`config.mk`:
```
export PLATFORM = sky130hd
export DESIGN_NAME = board_ctrl_regs
export DESIGN_NICKNAME = d
export VERILOG_FILES = /design/src/rtl/brdctl_pkg.sv /design/src/rtl/brdctl_decode.sv /design/src/rtl/brdctl_sync.sv /design/src/rtl/brdctl_kick.sv /design/src/rtl/board_ctrl_regs.sv
export SDC_FILE = /design/constraint.sdc
export NUM_CORES = 1
export LEC_CHECK = 0
export BUFFER_PORTS_ARGS = -buffer_cell sky130_fd_sc_hd__buf_2
export CAP_MARGIN = 20
export CORE_ASPECT_RATIO = 2
export CORE_UTILIZATION = 33
export DETAILED_ROUTE_END_ITERATION = 8
export PLACE_DENSITY = 0.61
export REMOVE_ABC_BUFFERS = 1
export SYNTH_ARGS = -nofsm -noshare
export SYNTH_HDL_FRONTEND = slang
export SYNTH_HIERARCHICAL = 1
export SYNTH_SLANG_ARGS = --single-unit
```
`constraint.sdc`:
```
create_clock -name clk -period 3.2 [get_ports clk]
set_clock_uncertainty 0.2 [all_clocks]
set_input_delay 0.32 -clock clk [delete_from_list [all_inputs] [get_ports clk]]
set_output_delay 0.32 -clock clk [all_outputs]
set_load 0.05 [all_outputs]
```
`src/rtl/brdctl_pkg.sv`:
```
package brdctl_pkg;

    localparam int WIN_ADDR_W = 16;           // 64 KiB decode window
    localparam int WORD_LSB   = 2;
    localparam int WIDX_W     = WIN_ADDR_W - WORD_LSB;

    localparam logic [31:0] BUILD_STAMP = 32'h0927_2011;
    localparam logic [31:0] RESET_KEY   = 32'h0000_DEAD;

    localparam logic [WIDX_W-1:0] WIDX_ID   = WIDX_W'(0);
    localparam logic [WIDX_W-1:0] WIDX_FREQ = WIDX_W'(1);
    localparam logic [WIDX_W-1:0] WIDX_LED  = WIDX_W'(2);
    localparam logic [WIDX_W-1:0] WIDX_SW   = WIDX_W'(3);
    localparam logic [WIDX_W-1:0] WIDX_KICK = WIDX_W'(4);

    typedef enum logic [2:0] {
        TGT_NONE,
        TGT_ID,
        TGT_FREQ,
        TGT_LED,
        TGT_SW,
        TGT_KICK
    } reg_tgt_e;

    typedef struct packed {
        logic        rd;
        logic        wr;
        reg_tgt_e    tgt;
        logic [31:0] wdata;
    } bus_op_t;

    function automatic reg_tgt_e word_target(input logic [WIDX_W-1:0] widx);
        case (widx)
            WIDX_ID:   return TGT_ID;
            WIDX_FREQ: return TGT_FREQ;
            WIDX_LED:  return TGT_LED;
            WIDX_SW:   return TGT_SW;
            WIDX_KICK: return TGT_KICK;
            default:   return TGT_NONE;
        endcase
    endfunction

endpackage

```
`src/rtl/brdctl_decode.sv`:
```
module brdctl_decode
    import brdctl_pkg::*;
(
    input  logic                  sel,
    input  logic                  we,
    input  logic [WIN_ADDR_W-1:0] addr,
    input  logic [31:0]           wdata,
    output bus_op_t               op
);
    logic [WIDX_W-1:0] widx;
    logic [WORD_LSB-1:0] byte_lane;
    logic lane_unused;

    assign widx      = addr[WIN_ADDR_W-1:WORD_LSB];
    assign byte_lane = addr[WORD_LSB-1:0];
    assign lane_unused = &{1'b1, byte_lane} & 1'b0;

    always_comb begin
        op.rd    = sel && !we;
        op.wr    = sel && we && !lane_unused;
        op.tgt   = word_target(widx);
        op.wdata = wdata;
    end
endmodule

```
`src/rtl/brdctl_sync.sv`:
```
module brdctl_sync #(
    parameter int W      = 8,
    parameter int STAGES = 2
) (
    input  logic         clk,
    input  logic         rst,
    input  logic [W-1:0] async_in,
    output logic [W-1:0] sync_out
);
    logic [W-1:0] chain [STAGES];

    always_ff @(posedge clk) begin
        if (rst) chain[0] <= '0;
        else     chain[0] <= async_in;
    end

    for (genvar s = 1; s < STAGES; s++) begin : g_stage
        always_ff @(posedge clk) begin
            if (rst) chain[s] <= '0;
            else     chain[s] <= chain[s-1];
        end
    end

    assign sync_out = chain[STAGES-1];
endmodule

```
`src/rtl/brdctl_kick.sv`:
```
module brdctl_kick
    import brdctl_pkg::*;
(
    input  logic        clk,
    input  logic        rst,
    input  logic        kick_wr,
    input  logic [31:0] kick_data,
    output logic        req
);
    logic armed;

    assign armed = kick_wr && (kick_data == RESET_KEY);

    always_ff @(posedge clk) begin
        if (rst) req <= 1'b0;
        else     req <= armed;
    end


    kick_cause_chk: assert property (@(posedge clk) disable iff (rst)
        req |-> $past(kick_wr && kick_data == RESET_KEY));


    kick_follow_chk: assert property (@(posedge clk) disable iff (rst)
        (kick_wr && kick_data == RESET_KEY) |=> req);
endmodule

```
`src/rtl/board_ctrl_regs.sv`:
```
module board_ctrl_regs
    import brdctl_pkg::*;
#(
    parameter logic [31:0] CLK_HZ = 32'd10_000_000,
    parameter int          SW_W   = 8,
    parameter int          LED_W  = 8
) (
    input  logic                  clk,
    input  logic                  rst,
    input  logic                  bus_sel,
    input  logic                  bus_we,
    input  logic [WIN_ADDR_W-1:0] bus_addr,
    input  logic [31:0]           bus_wdata,
    output logic [31:0]           bus_rdata,
    input  logic [SW_W-1:0]       dip_sw,
    output logic [LED_W-1:0]      led_out,
    output logic                  sys_rst_req
);
    localparam int SYNC_STAGES = 2;

    bus_op_t         op;
    logic [31:0]     led_word;
    logic [SW_W-1:0] sw_sync;
    logic [31:0]     rd_value;

    brdctl_decode u_decode (
        .sel   (bus_sel),
        .we    (bus_we),
        .addr  (bus_addr),
        .wdata (bus_wdata),
        .op    (op)
    );

    brdctl_sync #(.W(SW_W), .STAGES(SYNC_STAGES)) u_sw_sync (
        .clk      (clk),
        .rst      (rst),
        .async_in (dip_sw),
        .sync_out (sw_sync)
    );

    brdctl_kick u_kick (
        .clk       (clk),
        .rst       (rst),
        .kick_wr   (op.wr && op.tgt == TGT_KICK),
        .kick_data (op.wdata),
        .req       (sys_rst_req)
    );

    always_ff @(posedge clk) begin
        if (rst)                              led_word <= '0;
        else if (op.wr && op.tgt == TGT_LED)  led_word <= op.wdata;
    end

    assign led_out = led_word[LED_W-1:0];

    always_comb begin
        case (op.tgt)
            TGT_ID:   rd_value = BUILD_STAMP;
            TGT_FREQ: rd_value = CLK_HZ;
            TGT_LED:  rd_value = led_word;
            TGT_SW:   rd_value = 32'(sw_sync);
            default:  rd_value = '0;
        endcase
    end

    always_ff @(posedge clk) begin
        if (rst)        bus_rdata <= '0;
        else if (op.rd) bus_rdata <= rd_value;
    end


    id_read_chk: assert property (@(posedge clk) disable iff (rst)
        (bus_sel && !bus_we && bus_addr[15:2] == 14'd0) |=> bus_rdata == BUILD_STAMP);


    freq_read_chk: assert property (@(posedge clk) disable iff (rst)
        (bus_sel && !bus_we && bus_addr[15:2] == 14'd1) |=> bus_rdata == CLK_HZ);


    led_hold_chk: assert property (@(posedge clk) disable iff (rst)
        !(bus_sel && bus_we && bus_addr[15:2] == 14'd2) |=> $stable(led_out));


    rdata_hold_chk: assert property (@(posedge clk) disable iff (rst)
        !(bus_sel && !bus_we) |=> $stable(bus_rdata));


    reset_clear_chk: assert property (@(posedge clk) disable iff (rst)
        $past(rst) |-> (led_out == '0 && bus_rdata == '0 && !sys_rst_req));
endmodule

```
==> results of run 1 <==
## power by group
group | internal (mW) | switching, mW | leakage, nW
clock network | 0.596 | 0.375 | 0.139
registers | 1.02 | 0.00468 | 0.657
logic | 0.0520 | 0.0754 | 0.814
## registers in the layout, indices dropped and copies added, names as in the netlist
register         cells
bus_rdata           32
u_kick/req           1
led_word            32
u_sw_sync/chain     16
## cells in the mapped netlist, drive strengths merged
| cell type | instances |
|---|---|
| nor2 | 20 |
| a22oi | 5 |
| a211oi | 6 |
| and4b | 2 |
| buf | 52 |
| and3b | 3 |
| nand2b | 14 |
| or3 | 1 |
| clkinv | 1 |
| o211ai | 7 |
| nand2 | 69 |
| o21ai | 10 |
| a21oi | 57 |
| dfxtp | 81 |
| nand4 | 2 |
| inv | 1 |
| a311oi | 3 |
| nor3b | 1 |
| nor2b | 23 |
| nor4bb | 3 |
| nor3 | 2 |
| clkbuf | 10 |
| xnor2 | 1 |
| and4 | 1 |
| nand4b | 1 |
| nand3 | 2 |
| and2 | 1 |
| nand3b | 1 |
| and2b | 6 |
| nor4 | 6 |
## metal layers
| metal | track usage [%] | vias to the layer above | routed length (um) |
|---|---|---|---|
| met2 | 27.9 | 72 | 4180 |
| met1 | 17.0 | 1208 | 3110 |
| met3 | 4.07 | 15 | 440 |
| met5 | 0 | - | 0 |
| met4 | 8.65 | 0 | 277 |
| li1 | - | 1388 | - |
## layout make-up
class,count,area [sq um],share of cell area (%)
Sequential cell,81,1620,40.2
Multi-Input combinational cell,247,1380,34.3
Timing Repair Buffer,108,571,14.2
Clock buffer,11,233,5.77
Tap cell,135,169,4.19
Clock inverter,4,45.0,1.12
Inverter,2,7.51,0.186
## critical path, cell delays in order
cell and delay [ps]:
buf_2 100, nor4_2 290, nand3_1 160, a21oi_1 500, and4_1 280, nor4bb_1 200
nand2_1 130, nor4_2 240
## cell families after synthesis
family / synth area share (%)
AOI/OAI and AO/OA: 14.9
xor gates and xnor gates: 0.255
buffers and inverters: 12.7
DFF: 47.2
and+or+nand+nor: 25.0
## worst max-delay path by stage
stage,start,to,slack (ps),cells after the start
after global placement,bus_addr[5],u_kick/req,710,10
after floorplan,bus_addr[5],led_word[0],370,6
after global routing,bus_addr[9],bus_rdata[2],760,7
after detailed placement,bus_addr[9],bus_rdata[5],650,7
final,bus_addr[9],u_kick/req,1010,8
after CTS,bus_addr[9],bus_rdata[5],1000,7
## stage by stage
step                      util (%)  instance area (sq um)  instances
final                         40.0                   4030        588
after global routing          40.0                   4030        588
after CTS                     40.0                   4030        588
after detailed placement      37.0                   3730        571
after global placement        37.0                   3730        571
after floorplan                  -                   3010        330
## layout by cell type (no fill, tap or decap), types with 2 or more instances in the layout
| cell | n |
|---|---|
| buf_2 | 98 |
| dfxtp_1 | 81 |
| nand2_1 | 69 |
| a21oi_1 | 57 |
| nor2_1 | 20 |
| nor2b_1 | 15 |
| nand2b_1 | 14 |
| clkbuf_16 | 9 |
| o21ai_0 | 8 |
| buf_4 | 8 |
| o211ai_1 | 7 |
| nor2b_2 | 7 |
| a211oi_1 | 6 |
| and2b_2 | 6 |
| a22oi_1 | 5 |
| and3b_1 | 3 |
| clkinv_2 | 3 |
| nor4_2 | 3 |
| nor4_1 | 3 |
| nor4bb_1 | 3 |
| and4b_1 | 2 |
| a311oi_1 | 2 |
| o21ai_2 | 2 |
| clkbuf_1 | 2 |
| dlygate4sd3_1 | 2 |
| nor3_1 | 2 |
| nand3_1 | 2 |
| nand4_1 | 2 |
## timing repair
item / 4_1_cts / 5_1_grt
hold endpoints to repair: 2 / 0
hold buffers: 2 / 0
gates resized for setup: 0 / 0
==> impl_metrics.tcl, run 1 <==
set metrics [dict create \
    dr.first_iter.drc_count 86 \
    vias_per_cell 4.56 \
    cts_tree "yes" \
    ir_drop_v 0.000350 \
    cts_max_level 3 \
    dr.pass1.iters 4 \
    r2r.worst_path.cells 3 \
    timing.fmax_ghz 0.457 \
    synth-seq-area-share_pct 47.2 \
    dp_slack_ps 648 \
    worst_pin_slew_ps 820 \
    synth_area_leaders "dfxtp_1, buf_4, a21oi_1" \
    die_y_um 146 \
    grtUsageTotal_pct 16.0 \
    hold_end "u_sw_sync/chain[0][3]" \
    tns_ps 0 \
    antenna_found_initial 0 \
    outcome "finished, final reports clean" \
    whs_path_depth 2 \
    hold_slack_ps 11.8 \
    worstSetupEndpointType "flip-flop" \
    fp.dieArea_sq_um 10800 \
    cap_violations 0 \
    r2r_slack_ps 2140 \
    start_util_pct 34.1 \
    post_cts_buffers 0 \
    clockRootBuffer "clkbuf_16" \
    hold_viol 0 \
    hold_path_class "input pin to flip-flop" \
    drv_slew 0 \
    syn_area_sq_um 3430 \
    n_antenna_cell 0 \
    power_mw 2.13 \
    row_count 52 \
    grt_pass1_wl_um 12900 \
    num_vias 2683 \
    r2r_end "bus_rdata[0]" \
    finalWirelength_um 8000 \
    setup_ws_ps 1010 \
    ant_nets 0 \
    syn_avg_cell_area_sq_um 8.76 \
    syn_inst 392 \
    design.core.area_sq_um 10100 \
    fillers 1061 \
    grt.overflow.total 0 \
    grt_pass1_vias 2628 \
    io_buffer_count 98 \
    ys_warn_count 6 \
    pin_count 101 \
    fp.dieW_um 74.1 \
    cts.sinks 81 \
    drive_gt1_share_pct 30.9 \
    synth_seq_cells 81 \
    relSlewSlack_pct 45.3 \
    nets 509 \
    wl_per_cell_um 13.6 \
    yosysUniqueCellTypes 37 \
    hp-start "dip_sw[3]" \
    cts_buffer_depth 2 \
    synth_top_area_share_pct 47.2 \
    synth_area_leader_cell "dfxtp_1" \
    power_density_nw_per_um2 528 \
    area_delta_synth_final_pct 17.3 \
    start_kind "input pin" \
    rsz0062_at_grt "false" \
    required_ps 3240 \
    grt_max_degree 44 \
    post-route-period-util_pct 68.3 \
    worstPathMaxFanout 10 \
    finalSetupViolCount 0 \
    finalCriticalPeriod_ps 2190 \
    leakage_nw 1.61 \
    place_hpwl_um 5860 \
    clock_latency_ps 330 \
    worstSetupPathType "input pin to flip-flop" \
    post-route-drc-count 0 \
    clk_pin_slew_ps 60 \
    place.gp.congestion 0.788 \
    cts_buffers 9 \
    worstPathArrival_ps 2230 \
    rr_startpoint "u_sw_sync/chain[1][0]" \
]
(Power assumes the default switching activity.)
==> run 2, diff against run 1 <==
- PLACE_DENSITY: 0.61 -> 0.63
- clock period: 3.2 -> 1.75 ns (I/O delays scaled with it)
==> impl_metrics.tcl, run 2 (synthesized netlist as in run 1, its figures left out) <==
set metrics [dict create \
    outcome "finished, final reports clean" \
    area_delta_synth_final_pct 41.1 \
    fp.dieArea_sq_um 10800 \
    worstPathMaxFanout 6 \
    fillers 967 \
    critPathBufInv 2 \
    cts_max_level 3 \
    clockRootBuffer "clkbuf_16" \
    finalCriticalPeriod_ps 1730 \
    hold_viol 0 \
    dp_slack_ps -318 \
    worstPathArrival_ps 1780 \
    timing.fmax_ghz 0.579 \
    io_buffer_count 98 \
    wl_per_cell_um 14.4 \
    post-route-drc-count 0 \
    fin_area_sq_um 4840 \
    worstSetupPathType "input pin to flip-flop" \
    n_antenna_cell 0 \
    path_cells "buf_6 -> nor4_4 -> nand3_2 -> a211oi_2 -> buf_4 -> and4_1 -> nor4bb_2 -> nand2_1 -> nor4_2" \
    row_count 52 \
    post-route-period-util_pct 98.7 \
    power_density_nw_per_um2 867 \
    worst_path_largest_cell_delay_ps 280 \
    ant_nets 0 \
    design.core.area_sq_um 10100 \
    worst_pin_slew_ps 460 \
    place.gp.congestion 0.781 \
    start_kind "input pin" \
    cts_tree "yes" \
    cts_buffers 9 \
    required_ps 1800 \
    fp.dieW_um 74.1 \
    pin_count 101 \
    dpl.cell_count 583 \
    finalWirelength_um 9310 \
    ff_latch_area_sq_um 1620 \
    cap_violations 0 \
    grt_max_degree 47 \
    multi_input_area_sq_um 1490 \
    dr.first_iter.drc_count 97 \
    place_hpwl_um 6070 \
    layout_commonest_cell "buf_2" \
    setup_ws_ps 23.0 \
    worstSetupEndpointType "flip-flop" \
    drv_slew 0 \
    cp_top_family "simple AND/OR/NAND/NOR gates" \
    final_cells 647 \
    dr.pass1.iters 4 \
    cts_buffer_depth 2 \
    grt.overflow.total 0 \
    leakage_nw 1.95 \
    cts.sinks 81 \
    grt_pass1_vias 2844 \
    clock_latency_ps 340 \
    relSlewSlack_pct 68.9 \
    rsz0062_at_grt "true" \
    start_util_pct 34.1 \
    post_dp_cell_area_sq_um 3870 \
    ir_drop_v 0.000654 \
    grtUsageTotal_pct 16.4 \
    grt_pass1_wl_um 13400 \
    finalSetupViolCount 0 \
    drive_gt1_share_pct 36.3 \
    post-route-util_pct 48.0 \
    hold_path_class "input pin to flip-flop" \
    vias_per_cell 4.67 \
    slowest_stage "nor4_4" \
    die_y_um 146 \
    clk_pin_slew_ps 60 \
    final_cell_mix "buf_2, dfxtp_1, nand2_1" \
    largest_registers "bus_rdata (32), led_word (32), u_sw_sync/chain (16)" \
    antenna_found_initial 0 \
    hold_slack_ps 20.3 \
    num_vias 3024 \
    nets 567 \
]
==> run 2: report_power, final <==
group | internal, mW | switching [mW] | leakage (nW) | total, mW
Clock | 1.25 | 0.743 | 0.152 | 1.99
Combinational | 0.166 | 0.162 | 1.14 | 0.328
Sequential | 1.87 | 0.0102 | 0.657 | 1.88
==> run 2: path summary, 6_finish.rpt <==
path,startpoint,to,slack (ps),cells after the start
setup reg to reg,u_sw_sync/chain[1][0],bus_rdata[0],690,3
hold / removal,bus_wdata[29],u_kick/req,20,4
setup / recovery,bus_addr[9],u_kick/req,20,9
hold reg to reg,u_sw_sync/chain[0][0],u_sw_sync/chain[1][0],240,1
==> run 2: per-stage QoR <==
| stage | TNS, ps | power, mW |
|---|---|---|
| 2_1_floorplan | -52100 | 2.01 |
| 3_3_place_gp | -15280 | 2.16 |
| 3_5_place_dp | -15650 | 2.16 |
| 4_1_cts | 0 | 4.23 |
| 5_1_grt | -1700 | 4.34 |
| 6_report | 0 | 4.20 |
==> run 2: layout make-up <==
type	instances	area share [%]
inverters	2	0.155
flip-flops and latches	81	33.5
clock buffers	9	4.65
repair buffers	166	25.5
multi-input cells	247	30.8
clock inverters	7	1.94
well taps	135	3.49
==> run 2: layer usage <==
layer	routed length (um)	track usage [%]	vias up	part of all wire [%]
met2	5020	28.2	80	54
li1	-	-	1511	-
met5	0	0	-	0
met3	419	4.42	23	4.5
met4	381	8.37	0	4.1
met1	3490	17.7	1410	38
==> run 2: what timing repair did <==
action | CTS | global route
setup buffers | 0 | 3
setup endpoints to repair | 1 | 50
gates resized for setup | 1 | 32
gates cloned | 0 | 4
pin swaps | 0 | 5
endpoints found under the hold margin | 41 | 1
hold buffers | 40 | 1
==> run 2: worst register-to-register path: stages (launching register included) <==
cell and delay, ps:
dfxtp_1 310, and3b_1 160, o21ai_2 60, a311oi_2 240
==> run 3, diff against run 2 <==
- CELL_PAD_IN_SITES_DETAIL_PLACEMENT: not set -> 0
- CELL_PAD_IN_SITES_GLOBAL_PLACEMENT: not set -> 1
- CORE_MARGIN: not set -> 2
- PLACE_DENSITY: 0.63 -> 0.8
==> impl_metrics.tcl, run 3 (synthesized netlist as in run 1, its figures left out) <==
set metrics [dict create \
    io_buffer_count 98 \
    row_count 52 \
    post-route-period-util_pct 101 \
    leakage_nw 2.05 \
    r2r.worst_path.cells 3 \
    grt_pass1_vias 2843 \
    drive_gt1_share_pct 41.7 \
    antenna_found_initial 0 \
    cts_buffers 9 \
    cts_tree "yes" \
    layout_commonest_cell "buf_2" \
    hold_path_class "input pin to flip-flop" \
    worstSetupEndpointType "flip-flop" \
    finalSetupViolCount 2 \
    rr_startpoint "u_sw_sync/chain[1][0]" \
    nets 566 \
    worstSetupPathType "input pin to flip-flop" \
    r2r_slack_ps 680 \
    area_delta_synth_final_pct 43.8 \
    pin_count 101 \
    wl_per_cell_um 14.3 \
    place.gp.congestion 0.804 \
    required_ps 1830 \
    cts_max_level 3 \
    worstPathArrival_ps 1840 \
    dp_slack_ps -397 \
    fp.dieW_um 76.1 \
    dr.first_iter.drc_count 100 \
    power_density_nw_per_um2 839 \
    n_antenna_cell 0 \
    final_cell_mix "buf_2, dfxtp_1, nand2_1" \
    outcome "finished, violations left" \
    worstPathMaxFanout 8 \
    largest_registers "bus_rdata (32), led_word (32), u_sw_sync/chain (16)" \
    clock_latency_ps 340 \
    rsz0062_at_grt "true" \
    grt_pass1_wl_um 13400 \
    ant_nets 0 \
    hold_end "u_kick/req" \
    start_util_pct 33.8 \
    die_y_um 148 \
    place_hpwl_um 6130 \
    hp-start "bus_wdata[31]" \
    r2r_end "bus_rdata[0]" \
    finalWirelength_um 9260 \
    clk_pin_slew_ps 60 \
    start_kind "input pin" \
    post-route-util_pct 48.6 \
    design.core.area_sq_um 10100 \
    setup_ws_ps -10.9 \
    ir_drop_v 0.000710 \
    clockRootBuffer "clkbuf_16" \
    hold_viol 1 \
    cts.sinks 81 \
    tns_ps -11.7 \
    fp.dieArea_sq_um 11300 \
    cap_violations 0 \
    power_mw 4.14 \
    whs_path_depth 4 \
    dr.pass1.iters 4 \
    timing.fmax_ghz 0.568 \
    vias_per_cell 4.68 \
    num_vias 3023 \
    grt_max_degree 51 \
    cts_buffer_depth 2 \
    grtUsageTotal_pct 15.3 \
    hold_slack_ps -6.05 \
    grt.overflow.total 0 \
    worst_pin_slew_ps 638 \
    post-route-drc-count 0 \
    relSlewSlack_pct 57.1 \
    drv_slew 0 \
    finalCriticalPeriod_ps 1760 \
    violations "hold timing, setup timing" \
]
[run 3: cell count changes in the layout (fill, tap and decap cells not counted), moves of 2 or more]
cell	before	now
buf_4	17	19
a21oi_2	1	22
clkinvlp_4	2	0
clkinv_2	2	0
a21oi_1	55	35
nand2_1	58	46
buf_6	6	3
inv_6	1	5
nand2_4	1	14
[run 3: cell type report]
type                            count  area, sq um
Clock buffer                        9          225
Clock inverter                      7         82.6
Fill cell                        1004         5210
Inverter                            2         7.51
Multi-Input combinational cell    247         1630
Sequential cell                    81         1620
Tap cell                          135          169
Timing Repair Buffer              165         1200
[run 3: worst max-delay path: stages]
cell and delay [ps]:
buf_6 90, nor4_4 280, nand3_2 130, a211oi_2 170, buf_4 170, buf_6 90
and4b_4 310, clkbuf_16 220, nand2_2 70, a21oi_2 120
[run 3: how the worst max path moves through the flow]
stage | startpoint | end | slack (ps) | depth (start not counted)
finish | bus_addr[9] | led_word[4] | -10 | 10
global route | bus_addr[9] | u_kick/req | -120 | 9
CTS | bus_addr[9] | u_kick/req | 7 | 9
detailed placement | bus_addr[9] | u_kick/req | -400 | 9
global placement | bus_addr[9] | u_kick/req | -300 | 9
floorplan | bus_addr[5] | led_word[0] | -940 | 6
[run 3: per-stage QoR]
step                cells  cell area [sq um]
CTS                   640               4590
floorplan             330               3010
finish                646               4940
global placement      584               3880
global route          646               4940
detailed placement    584               3880
[run 3: per-layer routing]
metal | vias to the layer above | track usage (%) | wire [um]
met5 | - | 0 | 0
met4 | 0 | 8.27 | 445
met3 | 30 | 3.46 | 371
met2 | 97 | 28.4 | 5020
met1 | 1381 | 15.7 | 3430
li1 | 1515 | - | -
[run 3: where the power goes]
| group | leakage, nW | internal, mW | switching (mW) | total (mW) |
|---|---|---|---|---|
| combinational | 1.24 | 0.165 | 0.173 | 0.338 |
| sequential | 0.657 | 1.87 | 0.0102 | 1.88 |
| clock | 0.152 | 1.13 | 0.789 | 1.92 |
| total | 2.05 | 3.17 | 0.973 | 4.14 |
[run 3: timing repair]
| item | CTS | global route |
|---|---|---|
| cloned | 0 | 3 |
| hold buffers | 39 | 1 |
| hold endpoints to repair | 41 | 1 |
| setup buffers | 1 | 2 |
| endpoints found under the setup margin | 3 | 65 |
| resized for setup | 1 | 71 |
| pin swaps | 0 | 31 |
